<file path="src/rtl/rgr_pkg.sv">
package rgr_pkg;
  typedef logic [3:0] state_t;

  localparam state_t ST_OFF    = 4'h0;
  localparam state_t ST_SLEEP  = 4'h8;
  localparam state_t ST_ACTIVE = 4'h9;
  localparam state_t ST_WARM   = 4'hE;

  localparam logic [7:0] GRP_RESET   = 8'hE0;
  localparam logic [7:0] REMAP_RESET = 8'h08;

  localparam int IDX_W = 5;

  // Strobes from the decoder to the register bank
  typedef struct packed {
    logic             cfgWr;
    logic [IDX_W-1:0] cfgIdx;
    logic [1:0]       cfgOff;
    logic [7:0]       cfgData;
    logic             rdHit;
    logic [IDX_W-1:0] rdIdx;
    logic [1:0]       rdOff;
    logic             apply;
    logic             bcast;
    logic [IDX_W-1:0] msgIdx;
    logic [2:0]       msgGrp;
    logic [2:0]       msgType;
    logic [1:0]       msgType2;
    state_t           msgState;
  } strobe_t;
endpackage

</file>
<file path="src/rtl/rgr_ctrl.sv">
module rgr_ctrl
  import rgr_pkg::*;
#(
  parameter int NUM_RES = 8,
  parameter int ADDR_W  = 6
) (
  input  logic              regWrEn,
  input  logic [ADDR_W-1:0] regAddr,
  input  logic [7:0]        regWrData,
  input  logic              msgValid,
  input  logic [15:0]       msgData,
  output strobe_t           strb
);
  localparam logic [ADDR_W:0] BANK_LIM = (ADDR_W+1)'(NUM_RES * 4);
  localparam logic [IDX_W:0]  RES_LIM  = (IDX_W+1)'(NUM_RES);

  logic addrInBank;
  logic idxInBank;
  logic [IDX_W-1:0] addrIdx;
  logic unusedMsgBits;

  assign addrInBank    = {1'b0, regAddr} < BANK_LIM;
  assign addrIdx       = IDX_W'(regAddr >> 2);
  assign idxInBank     = {1'b0, msgData[12:8]} < RES_LIM;
  assign unusedMsgBits = ^{msgData[11], msgData[5:4]};

  always_comb begin
    strb          = '0;
    strb.cfgWr    = regWrEn && addrInBank;
    strb.cfgIdx   = addrIdx;
    strb.cfgOff   = regAddr[1:0];
    strb.cfgData  = regWrData;
    strb.rdHit    = addrInBank;
    strb.rdIdx    = addrIdx;
    strb.rdOff    = regAddr[1:0];
    strb.bcast    = msgData[15];
    strb.apply    = msgValid && (msgData[15] || idxInBank);
    strb.msgIdx   = msgData[12:8];
    strb.msgGrp   = msgData[14:12];
    strb.msgType  = msgData[10:8];
    strb.msgType2 = msgData[7:6];
    strb.msgState = msgData[3:0];
  end
endmodule

</file>
<file path="src/rtl/rgr_datapath.sv">
module rgr_datapath
  import rgr_pkg::*;
#(
  parameter int NUM_RES = 8
) (
  input  logic                 clk,
  input  logic                 rst,
  input  strobe_t              strb,
  output logic [NUM_RES*4-1:0] resState,
  output logic [7:0]           rdData
);
  localparam int ST_W = 4;

  logic [7:0] grpR   [NUM_RES];
  logic [7:0] typR   [NUM_RES];
  logic [7:0] remapR [NUM_RES];
  logic [7:0] dedR   [NUM_RES];

  logic [NUM_RES-1:0]      selVec;
  logic [NUM_RES*ST_W-1:0] tgtVec;

  generate
    for (genvar g = 0; g < NUM_RES; g++) begin : g_res
      logic grpHit, typHit, typ2Hit, idxHit;
      assign grpHit  = |(strb.msgGrp & grpR[g][7:5]);
      assign typHit  = (strb.msgType == 3'b111) ||
                       ((strb.msgType != 3'b000) && (strb.msgType == typR[g][2:0]));
      assign typ2Hit = (strb.msgType2 == 2'b11) ||
                       ((strb.msgType2 != 2'b00) && (strb.msgType2 == typR[g][4:3]));
      assign idxHit  = strb.msgIdx == IDX_W'(g);
      assign selVec[g] = strb.apply &&
                         (strb.bcast ? (grpHit && typHit && typ2Hit) : idxHit);
      assign tgtVec[g*ST_W +: ST_W] =
          (strb.msgState == ST_SLEEP) ? remapR[g][3:0] :
          (strb.msgState == ST_OFF)   ? remapR[g][7:4] :
                                        strb.msgState;
    end
  endgenerate

  always_ff @(posedge clk) begin
    if (rst) begin
      for (int i = 0; i < NUM_RES; i++) begin
        grpR[i]   <= GRP_RESET;
        typR[i]   <= 8'h00;
        remapR[i] <= REMAP_RESET;
        dedR[i]   <= 8'h00;
        resState[i*ST_W +: ST_W] <= ST_ACTIVE;
      end
    end else begin
      for (int i = 0; i < NUM_RES; i++) begin
        if (strb.cfgWr && (strb.cfgIdx == IDX_W'(i))) begin
          case (strb.cfgOff)
            2'd0:    grpR[i]   <= strb.cfgData;
            2'd1:    typR[i]   <= strb.cfgData;
            2'd2:    remapR[i] <= strb.cfgData;
            default: dedR[i]   <= strb.cfgData;
          endcase
        end
        if (selVec[i]) begin
          resState[i*ST_W +: ST_W] <= tgtVec[i*ST_W +: ST_W];
        end
      end
    end
  end

  always_comb begin
    rdData = 8'h00;
    for (int i = 0; i < NUM_RES; i++) begin
      if (strb.rdHit && (strb.rdIdx == IDX_W'(i))) begin
        case (strb.rdOff)
          2'd0:    rdData = grpR[i];
          2'd1:    rdData = typR[i];
          2'd2:    rdData = remapR[i];
          default: rdData = dedR[i];
        endcase
      end
    end
  end
endmodule

</file>
<file path="src/rtl/res_state_remapper.sv">
module res_state_remapper
  import rgr_pkg::*;
#(
  parameter int NUM_RES = 8,
  parameter int ADDR_W  = 6
) (
  input  logic                 clk,
  input  logic                 rst,
  input  logic                 regWrEn,
  input  logic [ADDR_W-1:0]    regAddr,
  input  logic [7:0]           regWrData,
  output logic [7:0]           regRdData,
  input  logic                 msgValid,
  input  logic [15:0]          msgData,
  output logic [NUM_RES*4-1:0] resState
);
  strobe_t strb;

  rgr_ctrl #(.NUM_RES(NUM_RES), .ADDR_W(ADDR_W)) u_ctrl (
    .regWrEn  (regWrEn),
    .regAddr  (regAddr),
    .regWrData(regWrData),
    .msgValid (msgValid),
    .msgData  (msgData),
    .strb     (strb)
  );

  rgr_datapath #(.NUM_RES(NUM_RES)) u_dp (
    .clk     (clk),
    .rst     (rst),
    .strb    (strb),
    .resState(resState),
    .rdData  (regRdData)
  );
endmodule

</file>
<file path="config.mk">
export PLATFORM = sky130hd
export DESIGN_NAME = res_state_remapper
export DESIGN_NICKNAME = d
export VERILOG_FILES = /design/src/rtl/rgr_pkg.sv /design/src/rtl/rgr_ctrl.sv /design/src/rtl/rgr_datapath.sv /design/src/rtl/res_state_remapper.sv
export SDC_FILE = /design/constraint.sdc
export NUM_CORES = 1
export LEC_CHECK = 0
export BUFFER_PORTS_ARGS = -buffer_cell sky130_fd_sc_hd__buf_4
export CAP_MARGIN = 5
export CORE_MARGIN = 2
export CORE_UTILIZATION = 35
export CTS_CLUSTER_DIAMETER = 80
export DETAILED_ROUTE_END_ITERATION = 6
export GPL_TIMING_DRIVEN = 0
export PLACE_DENSITY_LB_ADDON = 0.3
export SLEW_MARGIN = 20
export SYNTH_ARGS = -nofsm -noshare
export SYNTH_HDL_FRONTEND = slang
export SYNTH_SLANG_ARGS = --single-unit
</file>
<file path="constraint.sdc">
create_clock -name clk -period 3.75 [get_ports clk]
set_clock_uncertainty 0.2 [all_clocks]
set_input_delay 0.75 -clock clk [delete_from_list [all_inputs] [get_ports clk]]
set_output_delay 0.75 -clock clk [all_outputs]
set_load 0.005 [all_outputs]
</file>
# After elaboration in Yosys (flattened, before gate mapping)
# Memory sizes are Yosys's and may differ from the RTL's.
# Cells that the tools add are included.
# totals
regBits	32
ram_bits	256
inputBits	34
output_inout_bits	40
mem_count	4
# memory_table
memory	words	word_bits	read_ports	rd_ports_with_merged_regs	write_ports	line	rtl
u_dp.dedR	8	8	8	0	8	rgr_datapath.sv:17	logic [7:0] dedR [NUM_RES];
u_dp.grpR	8	8	8	0	8	rgr_datapath.sv:14	logic [7:0] grpR [NUM_RES];
u_dp.remapR	8	8	8	0	8	rgr_datapath.sv:16	logic [7:0] remapR [NUM_RES];
u_dp.typR	8	8	8	0	8	rgr_datapath.sv:15	logic [7:0] typR [NUM_RES];
# op_classes
magnitude_cmp	2
n_eq_ne	35
muxes	174
bitwise	40
reduce_logical	90
# op_table
cell	n
$mux 8	40
$pmux 8 s3	8
$mux 1	110
$mux 4	16
$logic_and 1x1->1	58
$or 1x1->1	32
$reduce_or 3->1	9
$and 3x3->3	8
$eq 3x3->1	8
$eq 5x3->1 const B	4
$logic_or 1x1->1	17
$eq 2x2->1	8
$eq 4x3->1 const B	4
$eq 5x2->1 const B	2
$logic_not 5->1	2
$eq 4x2->1 const B	2
$lt 6x6->1 const B	1
$eq 5x1->1 const B	1
$lt 5x4->1 const B	1
$eq 2x2->1 const B	2
$eq 4x1->1 const B	1
$eq 4x4->1 const B	1
$logic_not 4->1	1
$eq 3x3->1 const B	1
other kinds (4)	4

# Logic depth before layout (Yosys ltp)
# depth
depth_word	10
depth_mapped	8
mapped_depth_nobuf	5

# Hierarchy
# From an unflattened synthesis, not the netlist that was laid out.
# unflattened
cells_unflattened	1149
hier_area_um2	14279.9
# modules_own_cells
module	instances	cells_each	area_each_um2
rgr_datapath	1	1103	13947.1
rgr_ctrl	1	46	332.8

# Least setup slack after synthesis
# No wires, ideal clock.
# synth_timing
path_type	input port to output port
start	input port regAddr[0]
end	output port regRdData[6]
arrival_time_ns	2.279
required_time_ns	2.800
slack_ns	0.521
cell_stages	7
path_cell_list	clkbuf_1 -> buf_2 -> mux4_2 -> mux2i_1 -> o21ai_0 -> a21oi_1 -> o22ai_1
# synth_via
elab_chain_cells	10
# synth_lines
element	line	rtl
start: declaration	res_state_remapper.sv:10	input logic [ADDR_W-1:0] regAddr,
$lt 6x6->1 (tied with other cells)	rgr_ctrl.sv:22	assign addrInBank = {1'b0, regAddr} < BANK_LIM;
$logic_and 1x1->1 / $pmux 8 s3 (equally long branches)	rgr_datapath.sv:69, rgr_datapath.sv:70	
$mux 8 (7 in a row)	rgr_datapath.sv:69	if (strb.rdHit && (strb.rdIdx == IDX_W'(i))) begin
$mux 8 (*)	rgr_datapath.sv:69	
end: declaration	res_state_remapper.sv:12	output logic [7:0] regRdData,
# Every way passes the cells marked *; elsewhere a longest branch is shown, timed or not.

# Final worst setup path
# layout_timing
start	input port regAddr[0]
end	output port regRdData[2]
# Same word-level chain as after synthesis.

==> summary.txt <==
Status: finished with violations
Failing checks: setup timing
Max frequency: 0.2653 GHz
Post-DRT Antenna Nets: 0
Synth warnings: 0
Top cells by area, synth: edfxtp_1 52%, mux4_2 9.8%, nor2_1 5.4%, dfxtp_1 4.4%, nand2_1 1.7%
Comb power frac: 12.4%
Vias in the first global route: 10800
H-tree Lvls: 1
Fin nets: 1337
WL/cell: 28.61 µm
Die area: 0.04358 mm²
Post-synth top flop: edfxtp_1
Cell taking the most area after synthesis: edfxtp_1
Internal: 5.608 mW
Via Count: 11340
Switching power share of the total: 26.31%
Routed wire length: 53380 µm
WP data required: 2.80 ns
Gr usage total: 24.34%
PwrDens: 450.6 mW/mm²
Port Buf Inserts: 63
DRC Markers: 0
Initial antenna violation count: 5
Synth Area in Simple Gates: 17.19%
Post-synth EDFFs: 256
DIE WIDTH: 208.8 µm
Main combinational cell family by area after synthesis: simple AND/OR/NAND/NOR gates
Synthesized cell area: 0.01467 mm²
Via-to-Cell Ratio: 6.079
CP max FO: 10
Switch Pwr: 2.002 mW
Largest net degree at the start of global routing: 15
FF+latch count, synth: 288
# rows: 75
Compound-Gate Fraction of Synth Area: 10.67%
Gpl congestion: 0.9523
P_leak: 5.651 nW
Die Height: 208.8 µm
Seq/Total Area, Yosys: 56.76%
Final Max Slew Viols: 0
Cts bufs inserted: 31
Root buffer cell: clkbuf_16
PnR worst setup slack: -0.01972 ns
Share of layout cells above drive strength 1: 20.29%
Syn Nets: 1242
Post-route setup TNS: -0.01972 ns
Clock slew at reported path FFs: 0.06 ns
Initial core utilization: 35.22%
Clk sinks: 288
Synth Instances: 1208
Share of the synthesized area in the top cell type: 52.39%
Initial DRT Pass Iterations: 7
Clk Latency, worst-skew pair: 0.58 ns
Fin crit period: 3.770 ns
Fill count: 3951
Syn avg cell area: 12.15 µm²
Max VDD drop: 0.2726 mV
Final Hold Viols: 0
Design Power: 7.610 mW
Core area: 0.04167 mm²
Post-Synth XOR/XNOR Area: 0.1194%
Gr ovfl total: 0
Starting DRC count in detailed routing: 1568
Final period util: 100.5%
Post-synthesis adder-cell area fraction: 0%
CP Class: in -> out
Num ports: 74
DPL Wire Length: 39990 µm
Tightest Pin Transition: 1.115 ns
First-pass GRT wire length: 76410 µm
CTS tree: done
Clock Power Share: 37.4%
Arrival time at the worst endpoint: 2.82 ns
CTS Hold Buffers Added: 0
Max capacitance violation total: 0
Worst min path class: reg -> reg
Synth unique cells: 60
Reg power frac: 50.2%
Max_slew headroom: 25.54%
Layout area overhead: 15.11%
CTS Buffer Depth: 3
CP Capture Type: output port
Final Setup Violations: 1
Unrepaired setup endpoints after global routing: no
FFs w/ async S/R, synth: 0%
Dpl ws: -0.6978 ns
Multiplexer area fraction after synthesis: 12.36%
Critical path startpoint category: input port
worst max-delay path, cell delays in order:
cell       delay, ns
clkbuf_4        0.26
buf_6           0.25
mux4_2          0.57
mux2i_2         0.27
o211ai_1        0.22
o2bb2ai_1       0.28
buf_4           0.20
flip-flops by register name (all words and copies together), names as in the netlist:
name,count
u_dp.dedR,64
u_dp.grpR,64
u_dp.remapR,64
u_dp.resState,32
u_dp.typR,64
placed cells by master (no fill, tap or decap), types with 15 or more instances in the layout:
master	n
or3_1	31
o21ai_0	15
o211ai_1	27
o32ai_1	16
edfxtp_1	256
nand3b_1	29
or2_2	16
dfxtp_1	32
inv_1	18
mux2i_1	15
o21bai_1	15
nor3_1	43
clkbuf_1	67
mux4_2	64
clkbuf_16	31
a21oi_1	29
nand3_1	28
buf_4	68
nand2_1	66
mux2_2	18
nand2b_1	36
nor2_1	210
layer usage:
metal / global-route usage (%) / wire length [µm] / vias to the layer above / share of wire (%)
li1: - / - / 4840 / -
met1: 33.65 / 21280 / 5732 / 40
met2: 38.68 / 24690 / 676 / 46
met3: 5.771 / 6140 / 91 / 12
met4: 6.207 / 1246 / 4 / 2.3
met5: 0 / 27 / - / 0.051
final timing paths:
path	start	end	slack, ns	cells past startpoint
setup / recovery	regAddr[0]	regRdData[2]	-0.02	7
hold / removal	u_dp.resState[31]$_SDFFE_PP1P_	u_dp.resState[31]$_SDFFE_PP1P_	0.34	2
setup reg to reg	u_dp.typR[0][2]$_SDFFCE_PN0P_	u_dp.resState[3]$_SDFFE_PP1P_	1.35	5
hold reg to reg	u_dp.resState[31]$_SDFFE_PP1P_	u_dp.resState[31]$_SDFFE_PP1P_	0.34	2
cells in the mapped netlist, types with 16 or more instances:
library cell / n
edfxtp_1: 256
nor2_1: 212
nand2_1: 68
clkbuf_1: 66
mux4_2: 64
nor3_1: 45
nand2b_1: 36
dfxtp_1: 32
or3_1: 31
a21oi_1: 29
nand3b_1: 29
nand3_1: 28
o211ai_1: 27
inv_1: 18
mux2_2: 18
mux2i_1: 17
buf_2: 16
o32ai_1: 16
or2_2: 16
cell families (layout without fill, tap and decap cells):
group,Yosys count,in the layout
compound gates,200,200
mux,99,99
flops,288,288
buf+inv,108,226
other cells,0,1
simple gates,511,511
xor+xnor,2,2
power by group through the flow:
stage / combinational (mW) / sequential, mW / clock (mW)
6_report: 0.940 / 3.82 / 2.85
2_1_floorplan: 0.526 / 3.81 / 0
3_3_place_gp: 0.893 / 3.88 / 0
3_5_place_dp: 0.903 / 3.88 / 0
4_1_cts: 0.919 / 3.82 / 2.85
5_1_grt: 0.985 / 3.84 / 2.99
cell type report:
class                   count  area, µm²  area share [%]
plain buffers              88      401.6           2.378
diodes                      1      2.502         0.01482
flip-flops and latches    288       8328           49.31
clock buffers              37      798.3           4.726
clock inverters            19      117.6          0.6964
multi-input cells         812       6020           35.64
repair buffers             64      480.5           2.845
well taps                 539      674.4           3.993
inverters                  18      67.56          0.4000
through the flow:
step,utilization [%],area (µm²),std cells,hold slack (ns)
finish,40.54,16890,1866,0.3404
detailed placement,38.04,15850,1811,0.3280
floorplan,-,14670,1208,0.3074
global placement,37.97,15820,1810,0.3260
global route,40.53,16890,1865,0.3545
CTS,40.44,16850,1866,0.3363
timing repair:
item / CTS / global route
endpoints found under the setup margin: 8 / 8
buffers inserted: 0 / 0
endpoints found under the hold margin: 0 / 0
gates resized for setup: 31 / 9
Note: power is estimated with default switching activity, not from simulation.
